==> config.mk <==
export PLATFORM = sky130hd
export DESIGN_NAME = lvmon_regs
export DESIGN_NICKNAME = d
export VERILOG_FILES = /design/src/rtl/lvmon_pkg.sv /design/src/rtl/lvmon_flag.sv /design/src/rtl/lvmon_lock.sv /design/src/rtl/lvmon_regs.sv
export SDC_FILE = /design/constraint.sdc
export NUM_CORES = 1
export LEC_CHECK = 0
export BUFFER_PORTS_ARGS = -buffer_cell sky130_fd_sc_hd__buf_2
export CAP_MARGIN = 20
export CORE_MARGIN = 1.5
export CORE_UTILIZATION = 44
export CTS_CLUSTER_SIZE = 16
export DETAILED_ROUTE_END_ITERATION = 8
export PLACE_DENSITY = 0.75
export REMOVE_ABC_BUFFERS = 1
export SLEW_MARGIN = 20
export SYNTH_ARGS = -nofsm -noshare
export SYNTH_HDL_FRONTEND = slang
export SYNTH_SLANG_ARGS = --single-unit
==> constraint.sdc <==
create_clock -name clk -period 1.24 [get_ports clk]
set_clock_uncertainty 0.1 [all_clocks]
set_input_delay 0.062 -clock clk [delete_from_list [all_inputs] [get_ports clk]]
set_output_delay 0.062 -clock clk [all_outputs]
set_load 0.01 [all_outputs]
==> src/rtl/lvmon_pkg.sv <==
package lvmon_pkg;
    localparam int REG_W   = 8;
    localparam int LVL_W   = 2;
    localparam int NUM_CH  = 2;
    localparam int ADDR_W  = $clog2(NUM_CH);
    localparam int DET_CH  = 0;
    localparam int WARN_CH = 1;

    localparam int RE_BIT   = 4;
    localparam int IE_BIT   = 5;
    localparam int ACK_BIT  = 6;
    localparam int FLAG_BIT = 7;

    localparam logic [LVL_W-1:0] DET_LVL_MAX = LVL_W'(1);

    typedef enum logic {FLG_IDLE = 1'b0, FLG_SET = 1'b1} flag_state_t;
    typedef enum logic {LK_OPEN = 1'b0, LK_SHUT = 1'b1} lock_state_t;
endpackage

==> src/rtl/lvmon_flag.sv <==
module lvmon_flag import lvmon_pkg::*; (
    input  logic clk,
    input  logic rst_n,
    input  logic cmp_i,
    input  logic lowpwr_i,
    input  logic ack_i,
    output logic flag_o
);
    flag_state_t state_q, state_d;
    logic        cmp_prev_q;
    logic        set_now;

    // previous comparator level; cleared by reset so an input already high sets the flag
    always_ff @(posedge clk or negedge rst_n) begin
        if (!rst_n) cmp_prev_q <= 1'b0;
        else        cmp_prev_q <= cmp_i;
    end

    assign set_now = cmp_i && !cmp_prev_q && !lowpwr_i;

    always_comb begin
        state_d = state_q;
        unique case (state_q)
            FLG_IDLE: if (set_now)            state_d = FLG_SET;   // arm
            FLG_SET:  if (ack_i && !set_now)  state_d = FLG_IDLE;  // ack
            default:                          state_d = FLG_IDLE;
        endcase
    end

    always_ff @(posedge clk or negedge rst_n) begin
        if (!rst_n) state_q <= FLG_IDLE;
        else        state_q <= state_d;
    end

    always_comb begin
        flag_o = (state_q == FLG_SET);
    end

    p_ack_clears_r3: assert property (@(posedge clk) disable iff (!rst_n)
        (ack_i && !set_now) |=> !flag_o);
    p_set_wins_r5: assert property (@(posedge clk) disable iff (!rst_n)
        set_now |=> flag_o);
    p_no_spurious_set_r6: assert property (@(posedge clk) disable iff (!rst_n)
        (!flag_o && !(cmp_i && !cmp_prev_q)) |=> !flag_o);
    p_lowpwr_blocks_r10: assert property (@(posedge clk) disable iff (!rst_n)
        (lowpwr_i && !flag_o) |=> !flag_o);
endmodule

==> src/rtl/lvmon_lock.sv <==
module lvmon_lock import lvmon_pkg::*; (
    input  logic clk,
    input  logic rst_n,
    input  logic wr_i,
    input  logic bit_i,
    output logic en_o
);
    lock_state_t state_q, state_d;
    logic        en_q;

    always_comb begin
        state_d = state_q;
        unique case (state_q)
            LK_OPEN: if (wr_i) state_d = LK_SHUT;  // seal
            LK_SHUT:           state_d = LK_SHUT;
            default:           state_d = LK_SHUT;
        endcase
    end

    always_ff @(posedge clk or negedge rst_n) begin
        if (!rst_n) state_q <= LK_OPEN;
        else        state_q <= state_d;
    end

    always_ff @(posedge clk or negedge rst_n) begin
        if (!rst_n)                             en_q <= 1'b1;
        else if (state_q == LK_OPEN && wr_i)    en_q <= bit_i;
    end

    always_comb begin
        en_o = en_q;
    end

    p_lock_stable_r7: assert property (@(posedge clk) disable iff (!rst_n)
        (state_q == LK_SHUT) |=> $stable(en_o));
endmodule

==> src/rtl/lvmon_regs.sv <==
module lvmon_regs import lvmon_pkg::*; (
    input  logic              clk,
    input  logic              por_n,
    input  logic              rst_n,
    input  logic              lowpwr_i,
    input  logic              det_cmp_i,
    input  logic              warn_cmp_i,
    input  logic              wr_en_i,
    input  logic [ADDR_W-1:0] addr_i,
    input  logic [REG_W-1:0]  wdata_i,
    output logic [REG_W-1:0]  rdata_o,
    output logic              irq_o,
    output logic              rst_req_o
);
    logic                  chip_rst_n;
    logic [NUM_CH-1:0]     cmp_v;
    logic [NUM_CH-1:0]     wr_hit;
    logic [NUM_CH-1:0]     ack_v;
    logic [NUM_CH-1:0]     flag_v;
    logic [NUM_CH-1:0]     ie_q;
    logic [LVL_W-1:0]      lvl_q [NUM_CH];
    logic [REG_W-1:0]      word_v [NUM_CH];
    logic                  re_en;

    assign chip_rst_n = rst_n & por_n;
    assign cmp_v[DET_CH]  = det_cmp_i;
    assign cmp_v[WARN_CH] = warn_cmp_i;

    for (genvar i = 0; i < NUM_CH; i++) begin : g_ch
        assign wr_hit[i] = wr_en_i && (addr_i == ADDR_W'(i));
        assign ack_v[i]  = wr_hit[i] && wdata_i[ACK_BIT];

        lvmon_flag u_flag (
            .clk      (clk),
            .rst_n    (chip_rst_n),
            .cmp_i    (cmp_v[i]),
            .lowpwr_i (lowpwr_i),
            .ack_i    (ack_v[i]),
            .flag_o   (flag_v[i])
        );

        always_ff @(posedge clk or negedge chip_rst_n) begin
            if (!chip_rst_n)    ie_q[i] <= 1'b0;
            else if (wr_hit[i]) ie_q[i] <= wdata_i[IE_BIT];
        end

        // level select lives in the power-on domain; writes only while chip reset is released
        always_ff @(posedge clk or negedge por_n) begin
            if (!por_n) begin
                lvl_q[i] <= '0;
            end else if (wr_hit[i] && rst_n) begin
                if (i != DET_CH || wdata_i[LVL_W-1:0] <= DET_LVL_MAX)
                    lvl_q[i] <= wdata_i[LVL_W-1:0];
            end
        end

        always_comb begin
            word_v[i]              = '0;
            word_v[i][LVL_W-1:0]   = lvl_q[i];
            word_v[i][IE_BIT]      = ie_q[i];
            word_v[i][FLAG_BIT]    = flag_v[i];
            if (i == DET_CH) word_v[i][RE_BIT] = re_en;
        end

        p_level_por_only_r1: assert property (@(posedge clk) disable iff (!por_n)
            !rst_n |=> $stable(lvl_q[i]));
    end

    lvmon_lock u_lock (
        .clk   (clk),
        .rst_n (chip_rst_n),
        .wr_i  (wr_hit[DET_CH]),
        .bit_i (wdata_i[RE_BIT]),
        .en_o  (re_en)
    );

    always_comb begin
        rdata_o   = word_v[addr_i];
        irq_o     = |(flag_v & ie_q);
        rst_req_o = re_en && flag_v[DET_CH];
    end

    p_det_level_legal_r11: assert property (@(posedge clk) disable iff (!por_n)
        lvl_q[DET_CH] <= DET_LVL_MAX);
    p_ack_reads_zero_r2: assert property (@(posedge clk) disable iff (!chip_rst_n)
        !rdata_o[ACK_BIT]);
endmodule

==> results.py <==
metrics = {
    "status": {
        "status": "finished with violations",
        "violations": "setup timing",
    },
    "drt": {
        "vias": 425,
        "drt_wl_total_mm": 1.13,
        "drt_iter0_markers": 0,
        "drtAntennaViolNets": 0,
        "avgViaCountPerCell": 4.83,
        "drt-pass1-iter-count": 1,
        "post-route-drc-count": 0,
        "wl_per_cell_um": 12.9,
    },
    "hold_path": {
        "hold_path_class": "in -> reg",
        "hold_start": "lowpwr_i",
        "whs_path_depth": 3,
        "hold_end": "g_ch[1].u_flag.flag_o",
    },
    "floorplanning": {
        "die_y_um": 39.4,
        "die-area_mm2": 0.00155,
        "core.rowCount": 12,
        "start_util": 0.498,
        "core-area_mm2": 0.00117,
        "io_pins": 26,
        "die_w_um": 39.4,
    },
    "power_and_ir_drop": {
        "cellPowerDensity_mw_per_mm2": 1210,
        "p_leak_uw": 0.000380,
        "irDropWorstVdd_mv": 0.657,
        "total_power_uw": 964,
    },
    "final_layout": {
        "num_antenna_cells": 0,
        "area_growth_pct": 36.5,
        "final_nets": 91,
        "drive_gt1_frac": 0.486,
    },
    "sta": {
        "report.final.setup_viol": 1,
        "slew_viol_final": 0,
        "grt_setup_unrepaired": "yes",
        "fin_ws_ns": -0.00514,
        "final.min_clock_period_ns": 1.25,
        "final.period_utilization": 1.00,
        "final-hold-violation-count": 0,
        "timing.fmax_mhz": 803,
        "hold_ws_ns": 0.0341,
    },
    "critical_path": {
        "timing.rr.end": "u_lock.en_o",
        "path_buf_inv": 1,
        "arrival_ns": 1.08,
        "cp_top_family": "flip-flops",
        "max_stage_delay_ns": 0.41,
        "critPathMaxFanout": 4,
        "cp_cell_sequence": "mux2_2 -> buf_6",
        "r2r.worst_path.cells": 2,
        "startpoint_type": "flop",
        "r2r_slack_ns": 0.17,
        "r2r_start": "u_lock.state_q",
        "worstPathRequired_ns": 1.08,
        "critPathCaptureType": "output port",
        "cpMaxStageDelayCell": "dfrtp_1",
        "critical_path_class": "reg -> out",
    },
    "synthesis": {
        "synth_top_area_frac": 0.472,
        "synthCells": 44,
        "synth_area_leaders": "dfrtp_1, mux2_2, dfstp_2",
        "ys_seq_area_frac": 0.517,
        "yosys.cell_types.count": 20,
        "syn_avg_cell_area_um2": 13.3,
        "ys_ff_latch": 12,
        "yosysTopAreaCell": "dfrtp_1",
        "syn_area_um2": 583,
        "synth_warnings": 0,
    },
    "placement": {
        "gp_congestion": 0.655,
        "dpl.hpwl_um": 753,
        "place.port_buffers": 19,
    },
    "global_route": {
        "track_usage": 0.183,
        "grt_pass1_vias": 454,
        "grt-ovfl-total": 0,
        "grt_max_degree": 13,
        "grt_first_pass_wirelength_mm": 1.84,
        "grt_antenna_before_repair": 0,
    },
    "clock_network": {
        "ctsRootBufferMaster": "clkbuf_4",
        "cts_buffers": 3,
        "clk_latency_ns": 0.26,
        "clk_pin_slew_ns": 0.08,
        "cts_sinks": 12,
        "clockBufferDepth": 2,
        "htreeDepth": 1,
        "cts_tree": "done",
    },
    "job": {
        "cap_violations": 0,
    },
}
-- routing by layer --
metal	vias to the layer above	routed length, um	GRT usage
li1	207	-	-
met1	200	508	0.202
met2	16	561	0.332
met3	2	58	0.0341
met4	0	5	0.0776
met5	-	0	0
-- tightest hold or removal path, delay by kind of cell --
family	cells	cell delay [ns]
compound gates	1	0.17
buf+inv	1	0.09
simple gates	1	0.04
-- cells by family (layout without fill, tap and decap cells) --
| logic type | Yosys count | after routing | share of synthesized area |
|---|---|---|---|
| DFF | 12 | 12 | 0.517 |
| AOI/OAI and AO/OA | 3 | 3 | 0.0451 |
| buffers and inverters | 4 | 32 | 0.0579 |
| other | 1 | 3 | 0.00643 |
| muxes | 10 | 10 | 0.200 |
| and+or+nand+nor | 14 | 14 | 0.174 |
-- layout by cell type (no fill, tap or decap), drive strengths merged, types with 2 or more instances in the layout --
cell	count
dlygate4sd3	8
conb	3
and2	2
buf	20
nor2b	2
nand3	2
nor2	2
a22o	3
clkbuf	4
mux2	10
dfrtp	11
-- sequential cells by signal, indices dropped and copies added (netlist names) --
name                    cells
u_lock.state_q              1
lvl_q                       4
g_ch.u_flag.cmp_prev_q      2
ie_q                        2
g_ch.u_flag.flag_o          2
u_lock.en_o                 1
-- stage by stage --
step                std cells  setup TNS [ns]  cell area [um2]   util  worst slack [ns]
floorplan                  42               0              557      -             0.225
global placement           75               0              669  0.572             0.153
detailed placement         75               0              669  0.572             0.142
CTS                        87        -0.00860              782  0.668          -0.00860
global route               88         -0.0586              796  0.679           -0.0405
finish                     88        -0.00514              796  0.679          -0.00514
-- final cells by class --
class	instances	area, um2
clock buffer	4	26.3
fill	88	375
sequential	12	302
tap	14	17.5
timing repair buffer	28	195
multi-input combinational	30	255
-- cell usage after synthesis (all sizes together) --
library cell / number
buf: 4
nor2b: 2
and2b: 1
dfrtp: 11
mux2: 10
conb: 1
nor2: 2
dfstp: 1
or2: 1
nand2: 1
nor3b: 1
and2: 2
nand3b: 1
and4bb: 1
a22o: 3
nand3: 2
-- report_power, final --
| group | switching [uW] | internal (uW) |
|---|---|---|
| clock network | 125 | 124 |
| registers | 29.8 | 444 |
| logic | 94.8 | 146 |
-- worst max path at each step --
stage | from | to | slack (ns) | cells past startpoint
detailed placement | addr_i | lvl_q[2] | 0.14 | 3
CTS | g_ch[1].u_flag.flag_o | rdata_o[7] | -0.009 | 2
global route | g_ch[0].u_flag.flag_o | rdata_o[7] | -0.04 | 2
finish | g_ch[0].u_flag.flag_o | rdata_o[7] | -0.005 | 2
floorplan | u_lock.state_q | u_lock.en_o | 0.22 | 2
global placement | addr_i | lvl_q[2] | 0.15 | 3
-- repair_timing --
| item | CTS | global route |
|---|---|---|
| setup buffers | 0 | 1 |
| resized for setup | 1 | 1 |
| hold buffers | 8 | 0 |
| endpoints found under the setup margin | 1 | 2 |
| hold endpoints to repair | 21 | 0 |
Power figures use the tool's default switching activity.
